<file path="src/rtl/seg_lut_display.sv">
module seg_lut_display #(
  parameter int BUS_W = 8
) (
  input  logic             clk,
  input  logic             rst,
  input  logic             load,
  input  logic [BUS_W-1:0] bus_byte,
  output logic [BUS_W-1:0] held_byte,
  output logic [15:0]      code_line,
  output logic [6:0]       seg
);
  localparam int CODE_W = 4;
  localparam int LINES  = 1 << CODE_W;
  localparam int SEGS   = 7;

  // bit k of each mask: code k lights that segment; index 6 = a ... 0 = g
  localparam logic [SEGS-1:0][LINES-1:0] TAP = {
    16'hD7ED,  // a
    16'h279F,  // b
    16'h2FFB,  // c
    16'h7B6D,  // d
    16'hFD45,  // e
    16'hDF71,  // f
    16'hEF7C   // g
  };

  logic [BUS_W-1:0] hold_q;

  always_ff @(posedge clk) begin
    if (rst)       hold_q <= '0;
    else if (load) hold_q <= bus_byte;
  end

  assign held_byte = hold_q;

  for (genvar k = 0; k < LINES; k++) begin : g_dec
    assign code_line[k] = (hold_q[CODE_W-1:0] == CODE_W'(k));
  end

  for (genvar s = 0; s < SEGS; s++) begin : g_or
    assign seg[s] = |(code_line & TAP[s]);
  end
endmodule

</file>
<file path="config.mk">
export PLATFORM = sky130hd
export DESIGN_NAME = seg_lut_display
export DESIGN_NICKNAME = d
export VERILOG_FILES = /design/src/rtl/seg_lut_display.sv
export SDC_FILE = /design/constraint.sdc
export NUM_CORES = 1
export LEC_CHECK = 0
export CORE_AREA = 3 3 40 42
export DETAILED_ROUTE_END_ITERATION = 12
export DIE_AREA = 0 0 43 45
export DONT_BUFFER_PORTS = 1
export GPL_ROUTABILITY_DRIVEN = 0
export SYNTH_ARGS = -nofsm -noshare
export SYNTH_HDL_FRONTEND = slang
export SYNTH_SLANG_ARGS = --single-unit
</file>
<file path="constraint.sdc">
create_clock -name clk -period 1.49 [get_ports clk]
set_input_delay 0.298 -clock clk [delete_from_list [all_inputs] [get_ports clk]]
set_output_delay 0.298 -clock clk [all_outputs]
set_load 0.005 [all_outputs]
</file>
======== Word level (Yosys, flattened, before mapping) ========
Index checks and enable logic that the tools add are counted.
cells by class
  equal/unequal tests ..................... 15
  reduce and logical (&&, ||, !) cells .... 8
operator list
  cell                  number
  $reduce_or A12 Y1     3
  $eq A4 B4 Y1 const B  8
  $reduce_or A11 Y1     2
  $reduce_or A10 Y1     2
  $eq A4 B3 Y1 const B  4
  $eq A4 B2 Y1 const B  2
  $eq A4 B1 Y1 const B  1
  $logic_not A4 Y1      1
storage, ports and cells
  flip-flop bits (word level) ............. 8
  bits of input ports ..................... 11
  output and inout port bits .............. 31
  word-level logic and storage cells ...... 24

======== Logic depth before layout (Yosys ltp) ========
Gate-level depths: netlist of the first run.
  depth in word-level cells ............... 2
  gate-level depth with buffers ........... 4
  depth with buffers taken out ............ 3

======== Worst setup path after synthesis of the first run ========
No wires, ideal clock.
  path kind ............................... reg-to-output
  start ................................... reg hold_q[0], in the netlist held_byte[0]
  end ..................................... out seg[3]
  data arrival time ....................... 1000 ps
  required time ........................... 1192 ps
  slack ................................... 192 ps
  stages on the path, launching flop included .. 5
  path buffers ............................ 1
  cells stage by stage .................... dfxtp_1 > buf_4 > nand2b_2 > nor2_1 > nor4_2
between the ends
  longest elaborated chain between the ends .. 2
  elaborated cells on any way between the ends .. 12
  classes of those cells .................. 10 x eq/ne; 2 x reduce/logical
RTL lines
  element                               line  RTL
  start, declared                       27    logic [BUS_W-1:0] hold_q;
  start signal, assigned                31    else if (load) hold_q <= bus_byte;
  $eq A4 B2 Y1 (tied with other cells)  37    assign code_line[k] = (hold_q[CODE_W-1:0] == CODE_W'(k));
  $reduce_or A11 Y1 (*)                 41    assign seg[s] = |(code_line & TAP[s]);
  end, declared                         10    output logic [6:0] seg
Every way passes the cells marked *; elsewhere a longest branch is shown, timed or not.

======== Worst setup path in the final report of the first run ========
Ends and elaborated chain as after synthesis.

==> results of run 1 <==
[cells in the mapped netlist]
cell | instances | area (um2)
inv_1 | 2 | 7.51
buf_1 | 1 | 3.75
and3_1 | 1 | 6.26
nand2_1 | 2 | 7.51
nor3_1 | 5 | 25.0
buf_2 | 2 | 10.0
a311oi_2 | 1 | 15.0
dfxtp_1 | 8 | 160
nor4_2 | 1 | 12.5
mux2i_1 | 8 | 80.1
nor2_1 | 24 | 90.1
maj3_2 | 1 | 11.3
o22ai_1 | 1 | 6.26
buf_4 | 1 | 7.51
or2b_4 | 1 | 11.3
nand2b_2 | 2 | 17.5
o21ai_0 | 1 | 5.00
nor3_2 | 2 | 20.0
a21oi_1 | 2 | 10.0
or2_2 | 1 | 6.26
nand2b_1 | 1 | 6.26
inv_2 | 1 | 3.75
[metal layers]
metal / share of wire (%) / vias to the layer above / GRT usage, %
li1: - / 252 / -
met1: 37 / 244 / 16.2
met2: 53 / 23 / 24.9
met3: 9.6 / 0 / 5.18
met4: 0 / 0 / 3.61
met5: 0 / - / 0
[worst paths after layout]
kind,depth (start not counted),start,end,slack (ns)
setup / recovery,3,held_byte[0],seg[3],-0.0002
hold reg to reg,2,held_byte[5],held_byte[5],0.52
hold / removal,1,rst,held_byte[1],0.11
setup reg to reg,3,held_byte[2],held_byte[2],0.64
[critical path, delay by kind of cell, from the launching register on]
family,cells,cell delay (ns)
flops,1,0.38
simple gates,3,0.56
[repair_timing]
item / in CTS / in global routing
setup buffers: 1 / 1
setup endpoints to repair: 17 / 15
pin swaps: 2 / 0
gates resized for setup: 20 / 9
[per-stage QoR]
stage / util (%) / setup TNS, ns / total power, W / hold WS (ns)
floorplan: - / 0 / 0.000332 / 0.445
global placement: 46.9 / 0 / 0.000353 / 0.372
CTS: 54.0 / 0 / 0.000533 / 0.101
detailed placement: 46.9 / 0 / 0.000356 / 0.373
finish: 57.8 / -0.000194 / 0.000537 / 0.111
global route: 57.8 / -0.310 / 0.000579 / 0.0892
[cell type report]
class | instances | area share [%]
sequential | 8 | 23.6
multi-input combinational | 54 | 55.1
timing repair buffer | 13 | 14.3
tap | 15 | 2.53
clock buffer | 3 | 3.03
inverter | 3 | 1.52
[report_power, final]
part           total [W]  internal, W  switching [W]
registers       0.000245     0.000225      0.0000197
logic           0.000136    0.0000667      0.0000694
clock network   0.000156    0.0000916      0.0000644
total           0.000537     0.000383       0.000154
[cells by family after synthesis]
logic type | Yosys count
multiplexers | 8
buffers and inverters | 7
AND/OR/NAND/NOR | 40
adder cells (fa/ha/maj) | 1
AO/OA/AOI/OAI | 5
flip-flops | 8
==> summary.md, run 1 <==
| Metric | Value |
|---|---|
| Depth of the CTS H-tree | `1` |
| Power per cell area | `722 nW/um2` |
| Skew-Pair Late Insertion Delay | `0.24 ns` |
| Post-DP Area | `603 um2` |
| Starting Density | `40.7%` |
| Clk_skew | `0 ns` |
| Filler Cell Count | `125` |
| Final Setup Violations | `1` |
| Final antenna diode count | `0` |
| Root Buffer Master | `clkbuf_4` |
| Final worst path period share | `100%` |
| Post-route insts no fill | `96` |
| Post-route ant nets | `0` |
| Gr usage total | `14.1%` |
| Final Hold Fails | `0` |
| Worst Path Arrival | `1.19 ns` |
| Syn_nets | `80` |
| DRT iter0 DRCs | `6` |
| FMAX | `0.671 GHz` |
| Die W | `43 um` |
| Sequential fraction of the synthesis area | `30.6%` |
| Synth Register Bits | `8` |
| Layout cell share with drive strength beyond 1 | `50.6%` |
| Io pins | `42` |
| Most frequent cells in the layout | `nor2_1, buf_4, mux2i_1` |
| Mux cell area share after synthesis | `15.3%` |
| Post-synthesis xor/xnor area fraction | `0%` |
| Synthesis warning total | `0` |
| Max Slew Vio Count | `0` |
| # DRC | `0` |
| Sequential Area | `175 um2` |
| Row cnt | `13` |
| Worst Setup End Kind | `output pin` |
| Synth Instances | `69` |
| Largest net degree at the start of global routing | `10` |
| Fin crit period | `1.49 ns` |
| Status | `finished, violations left` |
| Leak Pwr | `0.333 nW` |
| Die area | `1940 um2` |
| Total global routing overflow | `0` |
| I/O Buffers | `0` |
| Max stage delay on crit path | `0.38 ns` |
| Vias in the first global route | `502` |
| Area occupied by multi-input gates | `409 um2` |
| WL final | `1450 um` |
| Largest family of logic cells by synthesized area | `simple AND/OR/NAND/NOR gates` |
| Final instance area | `743 um2` |
| Clock slew at reported path FFs | `0.05 ns` |
| Critical Path Start Type | `flop` |
| Core Box Area | `1280 um2` |
| Total CTS buffers | `3` |
| DP Cell Count | `91` |
| CP Max Fanout | `6` |
| Area Growth Syn to Fin | `42.1%` |
| Wire length per cell | `15.1 um` |
| Worst Path Required | `1.19 ns` |
| Pre-antenna DRT Iters | `3` |
| Avg Inst Size Synth | `7.58 um2` |
| Max_slew headroom | `82.9%` |
| Synth Cell Area | `523 um2` |
| Die Y | `45 um` |
| Slowest cell on crit path | `dfxtp_4` |
| Commonest non-fill, non-tap cell in the layout | `nor2_1` |
| Synth Area in Simple Gates | `38.8%` |
| TritonCTS clock tree | `yes` |
| Complex-gate fraction of the synthesized area | `6.94%` |
| First-pass GRT wire length | `2130 um` |
| Hold_buf cts | `0` |
| Fin worst setup slack | `-0.000194 ns` |
| Cell variety after synth | `22` |
| Synth Area in Adders | `2.15%` |
| Critical-path cell list | `nand2b_2 > nor2_4 > nor4_2` |
| Crit path kind | `reg2out` |
| Detailed-route via count | `519` |
| RSZ-0062 raised after global routing | `yes` |
| Peak supply drop | `0.519 mV` |
| Max reg flops | `8` |
| Nets | `94` |
| Max Cap Viol | `0` |
| Initial antenna violation count | `0` |
| Hold Crit Class | `in2reg` |
| Vias per inst | `5.41` |
| Violations in the final reports | `setup timing` |
| Worst-case clock buffer depth | `2` |
| Clk sinks | `8` |
| Hpwl dp | `1030 um` |
| Pre-CTS setup slack | `0.0973 ns` |
| Worst Tran Pin Value | `0.254 ns` |
Note: power is estimated with default switching activity, not from simulation.
==> run 2: changes to the inputs <==
--- a/config.mk
+++ b/config.mk
@@ -10,6 +10,7 @@
 export DIE_AREA = 0 0 43 45
 export DONT_BUFFER_PORTS = 1
 export GPL_ROUTABILITY_DRIVEN = 0
+export MAX_ROUTING_LAYER = met4
 export SYNTH_ARGS = -nofsm -noshare
 export SYNTH_HDL_FRONTEND = slang
 export SYNTH_SLANG_ARGS = --single-unit
==> run 2 against run 1 <==
Against the previous run:
- the run still ends with setup timing left
- critical path depth did not move
- register-to-register slack barely moved
- fmax barely moved
- total power about the same
- combinational power about the same
- wire length decreased by 0.28%
- flip-flop and latch count is the same
- setup slack is essentially flat
- clock skew unchanged
- hold slack improved by 0.00071 ns
- final area unchanged
- non-clock buffer count unchanged
- critical endpoint unchanged
==> summary.md, run 2 (synthesis results as in run 1) <==
| Metric | Value |
|---|---|
| Layout cell share with drive strength beyond 1 | `50.6% (unchanged)` |
| Root Buffer Master | `clkbuf_4 (unchanged)` |
| Gr usage total | `14.5% (was 14.1%)` |
| Hold Crit Class | `in2reg (unchanged)` |
| Area Growth Syn to Fin | `42.1% (unchanged)` |
| Total global routing overflow | `0 (unchanged)` |
| # DRC | `0 (unchanged)` |
| Post-route ant nets | `0 (unchanged)` |
| Worst Path Required | `1.19 ns (about the same)` |
| Post-route insts no fill | `96 (unchanged)` |
| Hold_buf cts | `0 (unchanged)` |
| Clk sinks | `8 (unchanged)` |
| Hold wc startpoint | `rst (unchanged)` |
| Wire length per cell | `15.0 um (was 15.1 um)` |
| Leak Pwr | `0.333 nW (unchanged)` |
| Die W | `43 um (unchanged)` |
| Worst Hold Endpoint | `held_byte[1] (unchanged)` |
| Depth of the CTS H-tree | `1 (unchanged)` |
| Die Y | `45 um (unchanged)` |
| Final Setup Violations | `1 (unchanged)` |
| Max_slew headroom | `82.9% (unchanged)` |
| Row cnt | `13 (unchanged)` |
| Pre-CTS setup slack | `0.0973 ns (unchanged)` |
| Largest net degree at the start of global routing | `10 (unchanged)` |
| Critical-path cell list | `nand2b_2 > nor2_4 > nor4_2 (unchanged)` |
| R2r startpoint | `held_byte[2] (unchanged)` |
| Nets | `94 (unchanged)` |
| Io pins | `42 (unchanged)` |
| WL final | `1440 um (was 1450 um)` |
| Violations in the final reports | `setup timing (unchanged)` |
| Pre-antenna DRT Iters | `3 (unchanged)` |
| Max Slew Vio Count | `0 (unchanged)` |
| Busiest grt layer | `met2 (unchanged)` |
| Max Cap Viol | `0 (unchanged)` |
| Most frequent cells in the layout | `nor2_1, buf_4, mux2i_1 (unchanged)` |
| Worst Hold Depth | `1 (unchanged)` |
| R2R depth | `3 (unchanged)` |
| Fin crit period | `1.49 ns (about the same)` |
| FMAX | `0.671 GHz (about the same)` |
| Crit path kind | `reg2out (unchanged)` |
| Hpwl dp | `1030 um (unchanged)` |
| Commonest non-fill, non-tap cell in the layout | `nor2_1 (unchanged)` |
| Met2 usage | `24.9% (unchanged)` |
| Worst Path Arrival | `1.19 ns (about the same)` |
| Max stage delay on crit path | `0.38 ns (about the same)` |
| Die area | `1940 um2 (unchanged)` |
| DRT iter0 DRCs | `5 (was 6)` |
| Initial antenna violation count | `0 (unchanged)` |
| Final worst path period share | `100% (about the same)` |
| Vias in the first global route | `502 (unchanged)` |
| Final Hold Fails | `0 (unchanged)` |
| Detailed-route via count | `518 (was 519)` |
| TritonCTS clock tree | `yes (unchanged)` |
| I/O Buffers | `0 (unchanged)` |
| Worst reg2reg setup slack | `0.64 ns (about the same)` |
| Critical Path Start Type | `flop (unchanged)` |
| First-pass GRT wire length | `2130 um (unchanged)` |
| Met3 usage | `3.98% (was 5.18%)` |
| RSZ-0062 raised after global routing | `yes (unchanged)` |
| Worst-case clock buffer depth | `2 (unchanged)` |
| Power per cell area | `722 nW/um2 (about the same)` |
| Worst Setup End Kind | `output pin (unchanged)` |
| Max reg flops | `8 (unchanged)` |
| CP Max Fanout | `6 (unchanged)` |
| Top delay family on crit path | `simple AND/OR/NAND/NOR gates (unchanged)` |
| Core Box Area | `1280 um2 (unchanged)` |
| Total CTS buffers | `3 (unchanged)` |
| Status | `finished, violations left (unchanged)` |
| Skew-Pair Late Insertion Delay | `0.24 ns (about the same)` |
| Vias per inst | `5.40 (was 5.41)` |
| Met1 GRT Util | `16.9% (was 16.2%)` |
| Filler Cell Count | `125 (unchanged)` |
| DP Cell Count | `91 (unchanged)` |
| Worst r2r dst | `held_byte[2] (unchanged)` |
| Fin worst setup slack | `-0.000464 ns (was -0.000194 ns)` |
| Clock slew at reported path FFs | `0.05 ns (about the same)` |
| Peak supply drop | `0.519 mV (about the same)` |
| Worst Tran Pin Value | `0.254 ns (unchanged)` |
| Final antenna diode count | `0 (unchanged)` |
| Worst hold margin | `0.112 ns (was 0.111 ns)` |
| CP bufs+invs | `0 (unchanged)` |
| Clk_skew | `0 ns (unchanged)` |
| Slowest cell on crit path | `dfxtp_4 (unchanged)` |
| Starting Density | `40.7% (unchanged)` |
==> run 2: cell counts in the layout (fill, tap and decap cells not counted) <==
Identical to the previous run, type by type.
==> run 2: layer usage <==
metal | part of all wire (%) | up-vias
met2 | 54 | 23
met4 | 0 | 0
met3 | 7.9 | 0
li1 | - | 252
met1 | 39 | 243
met5 | 0 | -
==> run 2: worst max-delay path by stage <==
stage,to,cells past startpoint,from,slack [ns]
global placement,seg[3],3,held_byte[2],0.13
global route,seg[6],3,held_byte[1],-0.06
floorplan,seg[3],4,held_byte[0],0.19
finish,seg[3],3,held_byte[0],-0.0005
detailed placement,seg[3],3,held_byte[2],0.1
CTS,seg[6],3,held_byte[1],0.0002
==> run 2: timing repair <==
item,in CTS,in global routing
pin swaps,2,0
endpoints found under the setup margin,17,15
cloned,0,0
buffers inserted,1,1
resized for setup,20,9
==> run 2: power breakdown <==
part / leakage [nW] / switching [W] / internal [W]
clock: 0.0138 / 0.0000643 / 0.0000915
sequential: 0.0687 / 0.0000197 / 0.000225
combinational: 0.251 / 0.0000694 / 0.0000667
==> run 2: final cells by class <==
cell class / instances / area, um2 / share of cell area [%]
clock buffers: 3 / 22.5 / 3.03
inverters: 3 / 11.3 / 1.52
repair buffers: 13 / 106 / 14.3
flip-flops and latches: 8 / 175 / 23.6
well taps: 15 / 18.8 / 2.53
multi-input cells: 54 / 409 / 55.1
==> run 2: metrics by stage <==
step / power, W / TNS, ns / util [%] / area, um2
floorplan: 0.000332 / 0 / - / 523
global placement: 0.000353 / 0 / 46.9 / 603
detailed placement: 0.000356 / 0 / 46.9 / 603
CTS: 0.000533 / 0 / 54.0 / 694
global route: 0.000579 / -0.310 / 57.8 / 743
finish: 0.000537 / -0.000464 / 57.8 / 743
==> run 3: changes to the inputs <==
--- a/config.mk
+++ b/config.mk
@@ -5,12 +5,15 @@
 export SDC_FILE = /design/constraint.sdc
 export NUM_CORES = 1
 export LEC_CHECK = 0
-export CORE_AREA = 3 3 40 42
+export CELL_PAD_IN_SITES_DETAIL_PLACEMENT = 0
+export CELL_PAD_IN_SITES_GLOBAL_PLACEMENT = 1
+export CORE_MARGIN = 3
+export CORE_UTILIZATION = 37
 export DETAILED_ROUTE_END_ITERATION = 12
-export DIE_AREA = 0 0 43 45
 export DONT_BUFFER_PORTS = 1
 export GPL_ROUTABILITY_DRIVEN = 0
 export MAX_ROUTING_LAYER = met4
+export PLACE_DENSITY_LB_ADDON = 0.1
 export SYNTH_ARGS = -nofsm -noshare
 export SYNTH_HDL_FRONTEND = slang
 export SYNTH_SLANG_ARGS = --single-unit
==> constraint.sdc (replaced) <==
create_clock -name clk -period 1.4 [get_ports clk]
set_input_delay 0.28 -clock clk [delete_from_list [all_inputs] [get_ports clk]]
set_output_delay 0.28 -clock clk [all_outputs]
set_load 0.005 [all_outputs]
==> run 3 against run 2 <==
Against the previous run:
- the flow still finishes with violations (setup timing)
- highest routed layer is now met4
- wire length increased by 0.62%
- combinational power increased by 18%
- total power increased by 10%
- sequential share of layout area decreased by 2.0 points
- final area increased by 9.4%
==> summary.md, run 3 (synthesis results as in run 1) <==
| Metric | Value |
|---|---|
| Status | `finished, violations left (unchanged)` |
| Violations in the final reports | `setup timing (unchanged)` |
| Critical-path cell list | `or2b_4 > nor2_4 > a311oi_2 (was nand2b_2 > nor2_4 > nor4_2)` |
| Commonest non-fill, non-tap cell in the layout | `nor2_1 (unchanged)` |
| Power per cell area | `726 nW/um2 (was 722 nW/um2)` |
| Hold Crit Class | `in2reg (unchanged)` |
| WL final | `1450 um (was 1440 um)` |
| Nets | `97 (was 94)` |
| Worst Setup End Kind | `output pin (unchanged)` |
| Post-route insts no fill | `98 (was 96)` |
| Max reg flops | `8 (unchanged)` |
| DRT iter0 DRCs | `2 (was 5)` |
| Hold wc startpoint | `rst (unchanged)` |
| # DRC | `0 (unchanged)` |
| Setup_tns | `-0.358 ns (was -0.000464 ns)` |
| Layout cell share with drive strength beyond 1 | `57.1% (was 50.6%)` |
| CP Max Fanout | `6 (unchanged)` |
| Worst-case clock buffer depth | `2 (unchanged)` |
| Final Setup Violations | `12 (was 1)` |
| Row cnt | `12 (was 13)` |
| Core Box Area | `1220 um2 (was 1280 um2)` |
| Depth of the CTS H-tree | `1 (unchanged)` |
| Final worst path period share | `105%` |
| Fin crit period | `1.46 ns` |
| Worst Tran Pin Value | `0.249 ns (was 0.254 ns)` |
| I/O Buffers | `0 (unchanged)` |
| Io pins | `42 (unchanged)` |
| First-pass GRT wire length | `2340 um (was 2130 um)` |
| Wire length per cell | `14.8 um (was 15.0 um)` |
| Die Y | `43.6 um (was 45 um)` |
| Initial antenna violation count | `0 (unchanged)` |
| Skew-Pair Late Insertion Delay | `0.25 ns (was 0.24 ns)` |
| Worst Path Arrival | `1.18 ns (was 1.19 ns)` |
| Fin worst setup slack | `-0.0633 ns (was -0.000464 ns)` |
| Max Slew Vio Count | `0 (unchanged)` |
| Die area | `1900 um2 (was 1940 um2)` |
| Vias per inst | `5.46 (was 5.40)` |
| RSZ-0062 raised after global routing | `yes (unchanged)` |
| DP Cell Count | `93 (was 91)` |
| Max stage delay on crit path | `0.35 ns (was 0.38 ns)` |
| Vias in the first global route | `466 (was 502)` |
| Area Growth Syn to Fin | `55.5% (was 42.1%)` |
| Largest net degree at the start of global routing | `9 (was 10)` |
| R2r startpoint | `held_byte[0] (was held_byte[2])` |
| Max_slew headroom | `83.3% (was 82.9%)` |
| Critical Path Start Type | `flop (unchanged)` |
| Final antenna diode count | `0 (unchanged)` |
| Peak supply drop | `0.849 mV (was 0.519 mV)` |
| Starting Density | `43.0% (was 40.7%)` |
| Die W | `43.6 um (was 43 um)` |
| Pre-antenna DRT Iters | `3 (unchanged)` |
| Clk sinks | `8 (unchanged)` |
| Crit path kind | `reg2out (unchanged)` |
| Gr usage total | `16.8% (was 14.5%)` |
| FMAX | `0.683 GHz` |
| Tot Pwr | `0.000591 W (was 0.000537 W)` |
| Worst hold margin | `0.0857 ns (was 0.112 ns)` |
| Crit path from | `held_byte[3] (was held_byte[0])` |
| Max Cap Viol | `0 (unchanged)` |
| TritonCTS clock tree | `yes (unchanged)` |
| Final Hold Fails | `0 (unchanged)` |
| Detailed-route via count | `535 (was 518)` |
| Clock slew at reported path FFs | `0.05 ns (about the same)` |
| Root Buffer Master | `clkbuf_4 (unchanged)` |
| Total global routing overflow | `0 (unchanged)` |
| Slowest cell on crit path | `dfxtp_4 (unchanged)` |
| Leak Pwr | `0.340 nW (was 0.333 nW)` |
| Worst Path Required | `1.12 ns (was 1.19 ns)` |
| Clk_skew | `0 ns (unchanged)` |
| Total CTS buffers | `3 (unchanged)` |
| Pre-CTS setup slack | `0.0910 ns (was 0.0973 ns)` |
| Most frequent cells in the layout | `nor2_1, buf_4, mux2i_1 (unchanged)` |
| Hpwl dp | `1080 um (was 1030 um)` |
| Post-route ant nets | `0 (unchanged)` |
-- run 3: final cells by class --
cell class	count	area, um2
Multi-Input combinational cell	54	449
Timing Repair Buffer	16	135
Inverter	3	13.8
Clock buffer	3	22.5
Sequential cell	8	175
Tap cell	14	17.5
Fill cell	112	403
-- run 3: critical path, delay by kind of cell (launching register included) --
| family | cells | cell delay (ns) |
|---|---|---|
| flip-flops | 1 | 0.35 |
| AND/OR/NAND/NOR | 2 | 0.32 |
| AO/OA/AOI/OAI | 1 | 0.26 |
-- run 3: repair_timing --
action,CTS,global route
pin swaps,4,1
hold buffers,0,0
resized for setup,35,7
buffers inserted,1,1
setup endpoints to repair,18,16
-- run 3: power by group --
part / internal, W / total, W / switching (W)
logic: 0.0000800 / 0.000160 / 0.0000801
clock network: 0.0000976 / 0.000168 / 0.0000709
registers: 0.000240 / 0.000262 / 0.0000226
total: 0.000417 / 0.000591 / 0.000174
-- run 3: per-layer routing --
metal | vias up | GRT usage (%) | routed length [um]
li1 | 265 | - | -
met1 | 242 | 22.1 | 608
met2 | 25 | 22.7 | 680
met3 | 3 | 8.71 | 153
met4 | 0 | 3.61 | 8
met5 | - | - | 0
-- run 3: metrics by stage --
step | util (%) | cell area (um2)
4_1_cts | 64.0 | 778
3_5_place_dp | 51.3 | 624
6_report | 66.9 | 813
2_1_floorplan | - | 523
3_3_place_gp | 51.3 | 624
5_1_grt | 66.9 | 813
-- run 3: worst paths after layout --
path              slack (ns)           end  depth (start not counted)
setup / recovery       -0.06        seg[6]                          3
hold reg to reg         0.52  held_byte[6]                          2
hold / removal          0.09  held_byte[1]                          1
setup reg to reg        0.54  held_byte[0]                          3
